[src/rtl/i2c_dac_pkg.sv]
// Shared types and constants of the serial-bus DAC register receiver.
// Assumes: 7-bit addressing, write-only transfers.
package i2c_dac_pkg;

    typedef enum logic [2:0] {
        ST_IDLE,     // waiting for START
        ST_ADDR,     // shifting in the address byte
        ST_ADDR_ACK, // driving the address acknowledge
        ST_HI,       // shifting in the control/high byte
        ST_HI_ACK,   // driving the control-byte acknowledge
        ST_LO,       // shifting in the low byte
        ST_LO_ACK,   // driving the low-byte acknowledge, commit at its end
        ST_HOLD      // not addressed: ignore until START/STOP
    } slv_state_t;

    // Fixed upper six address bits; bit 1 is the strap, bit 0 is R/W.
    localparam logic [5:0] DEV_PREFIX = 6'b100110;
    // Broadcast address accepted regardless of the strap.
    localparam logic [7:0] BCAST_ADDR = 8'h90;

    // Filtered-bus events, one cycle wide.
    typedef struct packed {
        logic start;
        logic stop;
        logic scl_rise;
        logic scl_fall;
        logic sda;
    } bus_ev_t;

endpackage

[src/rtl/i2c_line_filter.sv]
// Two-flop synchronizer followed by an agreement filter for one bus line.
// The output follows the input only after FILT_LEN equal synchronized samples.
// Assumes: idle level of the line is high.
module i2c_line_filter #(
    parameter int FILT_LEN = 3
) (
    input  logic clk,
    input  logic rst_n,
    input  logic line_i,
    output logic line_o
);
    logic [1:0]          sync_q;
    logic [FILT_LEN-1:0] hist_q;

    // Bring the asynchronous line into the clock domain.
    always_ff @(posedge clk) begin
        if (!rst_n) sync_q <= 2'b11;
        else        sync_q <= {sync_q[0], line_i};
    end

    // Keep a window of recent synchronized samples.
    always_ff @(posedge clk) begin
        if (!rst_n) hist_q <= '1;
        else        hist_q <= {hist_q[FILT_LEN-2:0], sync_q[1]};
    end

    // Change the output only when the whole window agrees.
    always_ff @(posedge clk) begin
        if (!rst_n)            line_o <= 1'b1;
        else if (&hist_q)      line_o <= 1'b1;
        else if (~|hist_q)     line_o <= 1'b0;
    end
endmodule

[src/rtl/i2c_bus_events.sv]
// Turns the filtered SCL/SDA levels into START, STOP and SCL edge events.
// Assumes: inputs are already synchronous and glitch-free.
module i2c_bus_events
    import i2c_dac_pkg::*;
(
    input  logic    clk,
    input  logic    rst_n,
    input  logic    scl_f,
    input  logic    sda_f,
    output bus_ev_t ev
);
    logic scl_q, sda_q;

    // Remember the previous filtered levels.
    always_ff @(posedge clk) begin
        if (!rst_n) begin
            scl_q <= 1'b1;
            sda_q <= 1'b1;
        end else begin
            scl_q <= scl_f;
            sda_q <= sda_f;
        end
    end

    // Decode conditions: SDA moving while SCL stays high.
    always_comb begin
        ev.start    = scl_f & scl_q & sda_q & ~sda_f;
        ev.stop     = scl_f & scl_q & ~sda_q & sda_f;
        ev.scl_rise = scl_f & ~scl_q;
        ev.scl_fall = ~scl_f & scl_q;
        ev.sda      = sda_f;
    end
endmodule

[src/rtl/i2c_dac_fsm.sv]
// Byte/acknowledge sequencer and the committed code register.
// Receives bits on SCL rise and drives the acknowledge from one SCL fall to the next.
// Commits a word only at the end of the low-byte acknowledge clock.
// Assumes: DATA_W >= 8 and DATA_W - 8 + 2 <= 8 (control byte holds mode + high bits).
module i2c_dac_fsm
    import i2c_dac_pkg::*;
#(
    parameter int DATA_W = 12
) (
    input  logic              clk,
    input  logic              rst_n,
    input  logic              strap_i,
    input  bus_ev_t           ev,
    output logic              sda_oe,
    output logic [DATA_W-1:0] dac_code,
    output logic [1:0]        pd_mode,
    output logic              update
);
    localparam int HI_W      = DATA_W - 8;
    localparam int CTRL_W    = HI_W + 2;
    localparam int BYTE_BITS = 8;
    localparam int CNT_W     = $clog2(BYTE_BITS + 1);

    slv_state_t        state;
    logic [CNT_W-1:0]  bit_cnt;
    logic [7:0]        shreg;
    logic [CTRL_W-1:0] ctrl_q;
    logic              strap_q;
    logic              byte_done;
    logic              addr_hit;

    // A byte is complete when the SCL fall follows its eighth bit.
    assign byte_done = ev.scl_fall && (bit_cnt == CNT_W'(BYTE_BITS));
    // Own address with write direction, or the broadcast address.
    assign addr_hit  = (shreg == {DEV_PREFIX, strap_q, 1'b0}) || (shreg == BCAST_ADDR);

    // Main sequencer: bus conditions first, then byte and acknowledge phases.
    always_ff @(posedge clk) begin
        if (!rst_n) begin
            state    <= ST_IDLE;
            bit_cnt  <= '0;
            shreg    <= '0;
            ctrl_q   <= '0;
            sda_oe   <= 1'b0;
            dac_code <= '0;
            pd_mode  <= '0;
            update   <= 1'b0;
            strap_q  <= strap_i;
        end else begin
            update <= 1'b0;
            if (ev.start) begin
                state   <= ST_ADDR;
                bit_cnt <= '0;
                sda_oe  <= 1'b0;
            end else if (ev.stop) begin
                state   <= ST_IDLE;
                bit_cnt <= '0;
                sda_oe  <= 1'b0;
            end else begin
                case (state)
                    ST_ADDR, ST_HI, ST_LO: begin
                        if (ev.scl_rise && bit_cnt != CNT_W'(BYTE_BITS)) begin
                            shreg   <= {shreg[6:0], ev.sda};
                            bit_cnt <= bit_cnt + 1'b1;
                        end else if (byte_done) begin
                            bit_cnt <= '0;
                            if (state == ST_ADDR) begin
                                // High-speed master codes and foreign addresses land here unacknowledged.
                                if (addr_hit) begin
                                    sda_oe <= 1'b1;
                                    state  <= ST_ADDR_ACK;
                                end else begin
                                    state  <= ST_HOLD;
                                end
                            end else if (state == ST_HI) begin
                                ctrl_q <= shreg[CTRL_W-1:0];
                                sda_oe <= 1'b1;
                                state  <= ST_HI_ACK;
                            end else begin
                                sda_oe <= 1'b1;
                                state  <= ST_LO_ACK;
                            end
                        end
                    end
                    ST_ADDR_ACK: if (ev.scl_fall) begin
                        sda_oe <= 1'b0;
                        state  <= ST_HI;
                    end
                    ST_HI_ACK: if (ev.scl_fall) begin
                        sda_oe <= 1'b0;
                        state  <= ST_LO;
                    end
                    ST_LO_ACK: if (ev.scl_fall) begin
                        sda_oe   <= 1'b0;
                        dac_code <= {ctrl_q[HI_W-1:0], shreg};
                        pd_mode  <= ctrl_q[CTRL_W-1:HI_W];
                        update   <= 1'b1;
                        state    <= ST_HI;
                    end
                    default: ;
                endcase
            end
        end
    end
endmodule

[src/rtl/i2c_dac_slave.sv]
// Top of the write-only serial-bus DAC code register receiver.
// Filters both bus lines, decodes bus events and runs the word sequencer.
// Assumes: clk is at least ~16x the SCL bit rate; the SDA pad is open drain.
module i2c_dac_slave #(
    parameter int FILT_LEN = 3,
    parameter int DATA_W   = 12
) (
    input  logic              clk,
    input  logic              rst_n,
    input  logic              scl_i,
    input  logic              sda_i,
    input  logic              addr_strap,
    output logic              sda_oe,
    output logic [DATA_W-1:0] dac_code,
    output logic [1:0]        pd_mode,
    output logic              update
);
    import i2c_dac_pkg::*;

    localparam int N_LINES = 2;

    logic [N_LINES-1:0] raw_lines;
    logic [N_LINES-1:0] filt_lines;
    bus_ev_t            ev;

    assign raw_lines = {sda_i, scl_i};

    // One synchronizer/filter per bus line.
    for (genvar i = 0; i < N_LINES; i++) begin : g_line
        i2c_line_filter #(.FILT_LEN(FILT_LEN)) u_filt (
            .clk    (clk),
            .rst_n  (rst_n),
            .line_i (raw_lines[i]),
            .line_o (filt_lines[i])
        );
    end

    i2c_bus_events u_events (
        .clk   (clk),
        .rst_n (rst_n),
        .scl_f (filt_lines[0]),
        .sda_f (filt_lines[1]),
        .ev    (ev)
    );

    i2c_dac_fsm #(.DATA_W(DATA_W)) u_fsm (
        .clk      (clk),
        .rst_n    (rst_n),
        .strap_i  (addr_strap),
        .ev       (ev),
        .sda_oe   (sda_oe),
        .dac_code (dac_code),
        .pd_mode  (pd_mode),
        .update   (update)
    );
endmodule

[config.mk]
export PLATFORM = sky130hd
export DESIGN_NAME = i2c_dac_slave
export DESIGN_NICKNAME = d
export VERILOG_FILES = /design/src/rtl/i2c_dac_pkg.sv /design/src/rtl/i2c_line_filter.sv /design/src/rtl/i2c_bus_events.sv /design/src/rtl/i2c_dac_fsm.sv /design/src/rtl/i2c_dac_slave.sv
export SDC_FILE = /design/constraint.sdc
export NUM_CORES = 1
export LEC_CHECK = 0
export CAP_MARGIN = 5
export CORE_MARGIN = 1
export CORE_UTILIZATION = 55
export CTS_BUF_LIST = sky130_fd_sc_hd__clkbuf_16
export DETAILED_ROUTE_END_ITERATION = 12
export PLACE_DENSITY_LB_ADDON = 0.15
export SETUP_SLACK_MARGIN = 0.15
export SYNTH_ARGS = -nofsm -noshare
export SYNTH_HDL_FRONTEND = slang
export SYNTH_HIERARCHICAL = 1
export SYNTH_SLANG_ARGS = --single-unit
[constraint.sdc]
create_clock -name clk -period 2.01 [get_ports clk]
set_input_delay 0.3015 -clock clk [delete_from_list [all_inputs] [get_ports clk]]
set_output_delay 0.3015 -clock clk [all_outputs]
set_load 0.03 [all_outputs]
; Word level (Yosys, flattened, before mapping)
; Index checks and enable logic that the tools add are counted.
[classes]
addsub = 1
mux = 19
n_eq_ne = 20
bitwise = 17
n_reduce_logical = 25
[ops]
columns = operator, count
row1 = $mux 3, 6
row2 = $reduce_and 5->1, 3
row3 = $reduce_or 3->1, 5
row4 = $not 1->1, 10
row5 = $eq 3x3->1 const B, 3
row6 = $pmux 3 s3, 1
row7 = $eq 8x8->1, 1
row8 = $eq 8x8->1 const B, 1
row9 = $mux 1, 8
row10 = $mux 4, 2
row11 = $ne 2x1->1 const B, 4
row12 = $ne 4x3->1 const B, 2
row13 = $ne 4x4->1 const B, 2
row14 = $reduce_and 4->1, 2
row15 = $and 1x1->1, 7
row16 = $reduce_and 7->1, 1
row17 = $eq 3x2->1 const B, 2
row18 = $reduce_and 3->1, 2
row19 = $reduce_or 2->1, 3
row20 = $reduce_bool 5->1, 1
row21 = $add 4x1->4 const B, 1
row22 = $eq 4x4->1 const B, 1
row23 = $ne 4x1->1 const B, 1
row24 = $reduce_bool 2->1, 2
row25 = 10 further kinds, 11
[word_totals]
input_bits = 5
wordCells = 100
out_inout_bits = 16
regBits = 52

; Logic depth before layout (Yosys ltp)
; Gate-level depths: netlist of the first run.
[depth]
word_depth = 9
mapped_depth = 7
mapped_depth_nobuf = 6

; Cells and area by module
; The synthesis of the first run kept the hierarchy.
[modules_own_cells]
columns = module, instances, seq_area_each_um2, cells_per_inst, area_per_inst_um2
row1 = i2c_dac_fsm, 1, 770.7, 160, 1587.8
row2 = i2c_line_filter, 2, 120.1, 14, 175.2
row3 = i2c_bus_events, 1, 40.0, 9, 92.6

; Worst setup path before layout of the first run
; Ideal clock, no wire load.
[synth_timing]
kind = register to register
startpoint = register g_line[1].u_filt.line_o
endpoint = register u_fsm.dac_code[0]
n_path_buf = 2
setup_ns = 0.128
synth_period_minus_slack_ns = 1.612
path_stages_with_launch = 8
path_slack_ns = 0.398
arrival_ns = 1.484
required_ns = 1.882
path_cell_list = dfxtp_1 -> and4b_1 -> nor2_1 -> and3_1 -> buf_6 -> buf_12 -> mux2i_1 -> nor2_1
[synth_rtl]
columns = element, line_no
row1 = "start, declared", i2c_line_filter.sv:10  ; output logic line_o
row2 = "start signal, assigned", i2c_line_filter.sv:29  ; if (!rst_n) line_o <= 1'b1;
row3 = "start signal, assigned", i2c_line_filter.sv:30  ; else if (&hist_q) line_o <= 1'b1;
row4 = "start signal, assigned", i2c_line_filter.sv:31  ; else if (~|hist_q) line_o <= 1'b0;
row5 = "end signal, assigned", i2c_dac_fsm.sv:95  ; dac_code <= {ctrl_q[HI_W-1:0], shreg};
row6 = "end, declared", i2c_dac_fsm.sv:15  ; output logic [DATA_W-1:0] dac_code,

==> results of run 1 <==
## registers in the layout, summed over array words and instances (netlist names), 2 cells and up
name,cells
u_fsm/dac_code,12
u_fsm/shreg,8
g_line.u_filt/hist_q,6
u_fsm/ctrl_q,6
g_line.u_filt/sync_q,4
u_fsm/bit_cnt,4
u_fsm/state,3
g_line.u_filt/line_o,2
u_fsm/pd_mode,2
## path summary, 6_finish.rpt
check / startpoint / to / slack (ns) / cells past startpoint
setup / recovery: u_events/scl_q / u_fsm/ctrl_q[1] / 0.30 / 5
hold / removal: g_line[0].u_filt/sync_q[0] / g_line[0].u_filt/sync_q[1] / 0.41 / 1
setup reg to reg: u_events/scl_q / u_fsm/ctrl_q[1] / 0.30 / 5
hold reg to reg: g_line[0].u_filt/sync_q[0] / g_line[0].u_filt/sync_q[1] / 0.41 / 1
## metal layers
metal	track usage, %	wire length [microns]	share of wire, %	vias to the layer above
li1	-	-	-	723
met1	24.9	1640	44	683
met2	32.7	1780	48	54
met3	5.29	165	4.5	11
met4	14.2	105	2.8	0
met5	0	0	0	-
## per-stage QoR
stage | hold WS, ns | total power [uW]
2_1_floorplan | 0.375 | 1100
5_1_grt | 0.425 | 1960
6_report | 0.411 | 1890
3_3_place_gp | 0.389 | 1120
3_5_place_dp | 0.397 | 1130
4_1_cts | 0.417 | 1920
## worst max-delay path, cell delays in order, from the launching register on
cell and delay, ns:
sky130_fd_sc_hd__dfxtp_1 0.35, sky130_fd_sc_hd__nor2b_1 0.27, sky130_fd_sc_hd__and4b_1 0.38, sky130_fd_sc_hd__nand4_2 0.30
sky130_fd_sc_hd__mux2i_1 0.25, sky130_fd_sc_hd__nor2_1 0.05
## where the power goes
group          switching, uW  internal [uW]
Clock                    337            452
Combinational           29.5           23.8
Sequential              6.51           1040
## kinds of logic after synthesis
group | Yosys count
buf+inv | 14
simple gates | 79
compound gates | 22
fa+ha+maj | 2
mux | 27
flops | 52
xor+xnor | 1
## cell usage in the layout, fill, tap and decap left out, types with 2 or more instances in the layout
master,count
sky130_fd_sc_hd__inv_1,6
sky130_fd_sc_hd__a21oi_1,8
sky130_fd_sc_hd__o21a_1,2
sky130_fd_sc_hd__clkbuf_16,5
sky130_fd_sc_hd__ha_1,2
sky130_fd_sc_hd__and4b_1,3
sky130_fd_sc_hd__nor3_1,4
sky130_fd_sc_hd__nor4_1,2
sky130_fd_sc_hd__dfxtp_1,51
sky130_fd_sc_hd__clkdlybuf4s50_1,20
sky130_fd_sc_hd__nand4_2,2
sky130_fd_sc_hd__nor2b_1,5
sky130_fd_sc_hd__buf_4,2
sky130_fd_sc_hd__nand2b_1,10
sky130_fd_sc_hd__nand3_1,3
sky130_fd_sc_hd__a2bb2oi_1,2
sky130_fd_sc_hd__nand2b_2,2
sky130_fd_sc_hd__nor2_1,24
sky130_fd_sc_hd__and3_1,2
sky130_fd_sc_hd__nand2_1,14
sky130_fd_sc_hd__mux2i_1,27
## layout make-up
cell class,count,area share (%)
Clock buffer,5,5.22
Clock inverter,3,0.627
Inverter,5,0.784
Multi-Input combinational cell,131,37.3
Sequential cell,52,43.9
Tap cell,46,2.40
Timing Repair Buffer,23,9.82
==> impl_metrics.py, run 1 <==
metrics = {
    "timing": {
        "fin_setup_tns_ns": 0,
        "period_minus_slack_ns": 1.71,
        "setup_viol": 0,
        "worst-slew-pin-transition_ns": 0.524,
        "achievable-frequency_ghz": 0.584,
        "timing_hold_violations_final": 0,
        "fin_crit_sh_pct": 85.3,
        "timing.max_slew.rel_slack_pct": 64.8,
        "unrepaired_setup_endpoints_after_global_routing": "no",
        "slew_violations": 0,
        "final_critical_path_setup_slack_ns": 0.296,
        "finClkSkew_ns": 0.00342,
    },
    "synthesis": {
        "post_synth_instance_area_sq_um": 2030,
        "synth_most_common_cell": "sky130_fd_sc_hd__dfxtp_1",
        "synth_xor_area_share_pct": 0.431,
        "netlist_top_cells_count": "sky130_fd_sc_hd__dfxtp_1 (51), sky130_fd_sc_hd__mux2i_1 (27), sky130_fd_sc_hd__nor2_1 (25), sky130_fd_sc_hd__nand2_1 (14), sky130_fd_sc_hd__nand2b_1 (10)",
        "async_reset_ff_share_pct": 0,
        "synth-warning-count": 6,
        "yosys.area_share.adder_pct": 1.23,
        "synth_largest_area_cell": "sky130_fd_sc_hd__dfxtp_1",
        "sequential_fraction_of_the_synthesis_area_pct": 51.8,
        "synth.distinct_cells": 43,
        "syn-mean-instance-area_sq_um": 10.3,
        "synth_compound_area_share_pct": 7.95,
        "synthMuxAreaShare_pct": 13.3,
        "synth-simple-area-share_pct": 20.9,
        "ys_dominant_reg_cell": "sky130_fd_sc_hd__dfxtp_1",
        "synth-edff-count": 1,
        "yosysTopAreaCellShare_pct": 50.3,
        "number_of_standard_cells_after_synthesis": 197,
        "synth_top_cells_by_area": "sky130_fd_sc_hd__dfxtp_1 (50%), sky130_fd_sc_hd__mux2i_1 (13%), sky130_fd_sc_hd__nor2_1 (4.6%), sky130_fd_sc_hd__nand2b_1 (3.1%), sky130_fd_sc_hd__nand2_1 (2.6%)",
        "dominant_combinational_cell_family_by_area_after_synthesis": "simple AND/OR/NAND/NOR gates",
        "postSynthRegisterBits": 52,
        "postSynthNetCount": 204,
    },
    "cells_and_area": {
        "layout-area-overhead-vs-synth_pct": 17.9,
        "multiInputGateArea_sq_um": 892,
        "post_route_cells_drive_above_1_share_pct": 7.31,
        "sequential_cell_area_sq_um": 1050,
        "finish.utilization_pct": 69.6,
        "fill_cells": 262,
        "final_cells": 265,
        "nets": 225,
        "post_route_design_area_sq_um": 2390,
        "antennaDiodeCount": 0,
    },
    "clocking": {
        "ctsRootBufferMaster": "sky130_fd_sc_hd__clkbuf_16",
        "post_cts_resize_count": 0,
        "cts_tree": "done",
        "cts.hold.buffers_added": 0,
        "ctsHtreeMaxLevel": 2,
        "clock_insertion_delay_worst_skew_ns": 0.29,
        "cts.path.max_buffers": 2,
        "tritoncts.num_buffers": 5,
        "cts.sink_count": 52,
        "clk_pin_slew_ns": 0.06,
        "cts.repair_timing.setup_buffer_count": 0,
    },
    "placed_design": {
        "post-dp-hpwl_microns": 2570,
        "io_buffers": 20,
        "detailed_place.area_sq_um": 2250,
        "detailedPlace.worstSlack_ns": 0.284,
        "globalplace.congestion": 0.903,
        "place.detailed.instances": 257,
    },
    "grt": {
        "global_route.overflow_total": 0,
        "grtUsageTotal_pct": 20.8,
        "pin_count_of_the_biggest_net_entering_global_routing": 25,
        "first_pass_grt_wire_length_microns": 6320,
        "first_global_vias": 1396,
        "initial_antenna_violation_count": 0,
    },
    "floorplan": {
        "die_w_microns": 62.8,
        "initial_core_util_pct": 59.0,
        "ioPinCount": 21,
        "fp-row-count": 21,
        "fp.dieArea_sq_um": 3940,
        "height_of_the_die_microns": 62.8,
        "placeableCoreArea_sq_um": 3440,
    },
    "routing": {
        "number_of_nets_with_antenna_violations_after_routing": 0,
        "routed_via_density": 5.55,
        "wl_per_cell_microns": 13.9,
        "routed-via-count": 1471,
        "drt_first_pass_iters": 4,
        "drt-initial-drc-count": 70,
        "wirelength_microns": 3690,
        "drc_errors": 0,
    },
    "setup_path": {
        "timing.critical_path.required_ns": 2.18,
        "timing_worst_setup_path_type": "flip-flop to flip-flop",
        "worst-endpoint-arrival_ns": 1.89,
        "critical_path.startpoint_type": "flip-flop",
        "path_max_fanout": 6,
        "cp-end-kind": "flip-flop",
    },
    "job": {
        "drv_cap": 0,
    },
    "run_status": {
        "status": "finished, final reports clean",
    },
    "power": {
        "power_leakage_uw": 0.000930,
        "pwr_density_cell_nw_per_um2": 790,
        "maximum_vdd_drop_v": 0.000589,
    },
    "hold_path": {
        "timing.hold.worst.class": "flip-flop to flip-flop",
    },
}
Power figures use the tool's default switching activity.
==> run 2, diff against run 1 <==
Settings changed: CORE_UTILIZATION 55 to 31.
==> run 2 against run 1 <==
  * Cell count is 14% higher
  * Worst setup slack improved by 0.059 ns
  * Total power is 1.9% higher
  * Via count down 5.4%
  * Critical path depth grew 1
  * Die area rose by 75%
  * Flip-flop and latch count is the same
  * Critical path type unchanged
==> impl_metrics.py, run 2 (synthesis gave the netlist of run 1 again) <==
metrics = {
    "routing": {
        "drt-initial-drc-count": 84,
        "routed_via_density": 4.62,
        "number_of_nets_with_antenna_violations_after_routing": 0,
        "drt_first_pass_iters": 4,
        "wirelength_microns": 3650,
        "drc_errors": 0,
        "routed-via-count": 1391,
        "wl_per_cell_microns": 12.1,
    },
    "grt": {
        "grtUsageMet1_pct": 17.3,
        "first_global_vias": 1302,
        "initial_antenna_violation_count": 0,
        "global_route.usage.met3_pct": 3.18,
        "global_route.overflow_total": 0,
        "grtUsageTotal_pct": 11.6,
        "globalRoute.busiestLayer": "met1",
        "pin_count_of_the_biggest_net_entering_global_routing": 25,
        "first_pass_grt_wire_length_microns": 6540,
        "met2_grt_util_pct": 15.7,
    },
    "power": {
        "power_leakage_uw": 0.000958,
        "p_int_uw": 1530,
        "power_switching_uw": 399,
        "pwr_density_cell_nw_per_um2": 779,
        "maximum_vdd_drop_v": 0.000477,
        "fin_total_pwr_uw": 1930,
        "power_frac_seq_pct": 54.4,
        "clock_power_share_pct": 42.6,
        "comb_power_share_pct": 2.9,
        "sw_ratio_pct": 20.7,
    },
    "setup_path": {
        "reg2reg_slack_ns": 0.36,
        "path_max_fanout": 15,
        "cp-end-kind": "flip-flop",
        "worst-endpoint-arrival_ns": 1.83,
        "r2r_cells": 6,
        "critical_path.startpoint_type": "flip-flop",
        "timing.critical_path.required_ns": 2.18,
        "timing_worst_setup_path_type": "flip-flop to flip-flop",
    },
    "cells_and_area": {
        "largest-register": "u_fsm/dac_code",
        "layout-area-overhead-vs-synth_pct": 21.9,
        "most-common-layout-cells": "sky130_fd_sc_hd__dfxtp_1 (51), sky130_fd_sc_hd__mux2i_1 (27), sky130_fd_sc_hd__nor2_1 (24)",
        "nets": 230,
        "mostFrequentLayoutCell": "sky130_fd_sc_hd__dfxtp_1",
        "post_route_cells_drive_above_1_share_pct": 10.3,
        "final_cells": 301,
        "antennaDiodeCount": 0,
        "largestRegisters": "u_fsm/dac_code: 12 flops, u_fsm/shreg: 8 flops",
        "largest_register_ff_count": 12,
    },
    "timing": {
        "finClkSkew_ns": 0.00350,
        "achievable-frequency_ghz": 0.604,
        "worst-slew-pin-transition_ns": 0.388,
        "hold_slack_ns": 0.407,
        "setup_viol": 0,
        "period_minus_slack_ns": 1.65,
        "unrepaired_setup_endpoints_after_global_routing": "no",
        "slew_violations": 0,
        "fin_crit_sh_pct": 82.3,
        "fin_setup_tns_ns": 0,
        "final_critical_path_setup_slack_ns": 0.355,
        "timing.max_slew.rel_slack_pct": 74.1,
        "timing_hold_violations_final": 0,
    },
    "clocking": {
        "cts.hold.buffers_added": 0,
        "cts.path.max_buffers": 2,
        "clk_pin_slew_ns": 0.07,
        "cts.sink_count": 52,
        "cts_tree": "done",
        "tritoncts.num_buffers": 5,
        "clock_insertion_delay_worst_skew_ns": 0.28,
        "ctsHtreeMaxLevel": 2,
        "ctsRootBufferMaster": "sky130_fd_sc_hd__clkbuf_16",
    },
    "floorplan": {
        "ioPinCount": 21,
        "placeableCoreArea_sq_um": 6350,
        "fp.dieArea_sq_um": 6880,
        "fp-row-count": 29,
        "die_w_microns": 82.9,
        "initial_core_util_pct": 32.0,
        "height_of_the_die_microns": 82.9,
    },
    "placed_design": {
        "place.detailed.instances": 293,
        "io_buffers": 20,
        "post-dp-hpwl_microns": 2570,
        "detailedPlace.worstSlack_ns": 0.238,
        "globalplace.congestion": 0.755,
    },
    "hold_path": {
        "hold_depth": 1,
        "timing.hold.worst.class": "flip-flop to flip-flop",
    },
    "run_status": {
        "status": "finished, final reports clean",
    },
    "job": {
        "drv_cap": 0,
    },
}
==> run 2: timing repair <==
action,4_1_cts,5_1_grt
setup endpoints to repair,0,16
buffers inserted,0,0
gates resized for setup,0,1
==> run 2: final timing paths <==
path,from,endpoint
worst max-delay path,g_line[1].u_filt/line_o,u_fsm/dac_code[0]
worst min register to register,g_line[1].u_filt/sync_q[1],g_line[1].u_filt/hist_q[0]
worst min-delay path,g_line[1].u_filt/sync_q[1],g_line[1].u_filt/hist_q[0]
worst max register to register,g_line[1].u_filt/line_o,u_fsm/dac_code[0]
==> run 2: cell type report <==
| cell class | instances | area, sq um |
|---|---|---|
| fillers | 622 | 3870 |
| multi-input cells | 131 | 892 |
| flip-flops and latches | 52 | 1050 |
| clock buffers | 5 | 125 |
| inverters | 5 | 18.8 |
| repair buffers | 28 | 273 |
| clock inverters | 3 | 18.8 |
| well taps | 77 | 96.3 |
==> run 2: layer usage <==
layer	routed length [microns]	vias up	part of all wire, %
met5	0	-	0
met4	56	0	1.5
met3	98	5	2.7
met2	1500	16	41
met1	2000	633	55
li1	-	737	-
==> run 2: through the flow <==
| stage | util [%] | area (sq um) |
|---|---|---|
| 3_5_place_dp | 36.7 | 2330 |
| 3_3_place_gp | 36.7 | 2330 |
| 2_1_floorplan | - | 2030 |
| 6_report | 39.0 | 2470 |
| 5_1_grt | 39.0 | 2470 |
| 4_1_cts | 38.9 | 2470 |
==> run 2: power groups by stage <==
stage	Combinational (uW)	Sequential (uW)	Clock [uW]
2_1_floorplan	32.0	1070	0
3_3_place_gp	57.4	1070	0
3_5_place_dp	57.1	1070	0
4_1_cts	57.2	1050	858
5_1_grt	62.6	1050	911
6_report	56.8	1050	821
==> run 2: worst max-delay path: stages, from the launching register on <==
cell	delay [ns]
sky130_fd_sc_hd__dfxtp_1	0.40
sky130_fd_sc_hd__and4b_1	0.25
sky130_fd_sc_hd__nor2_2	0.23
sky130_fd_sc_hd__and3_1	0.24
sky130_fd_sc_hd__buf_12	0.17
sky130_fd_sc_hd__mux2i_1	0.20
sky130_fd_sc_hd__nor2_1	0.05
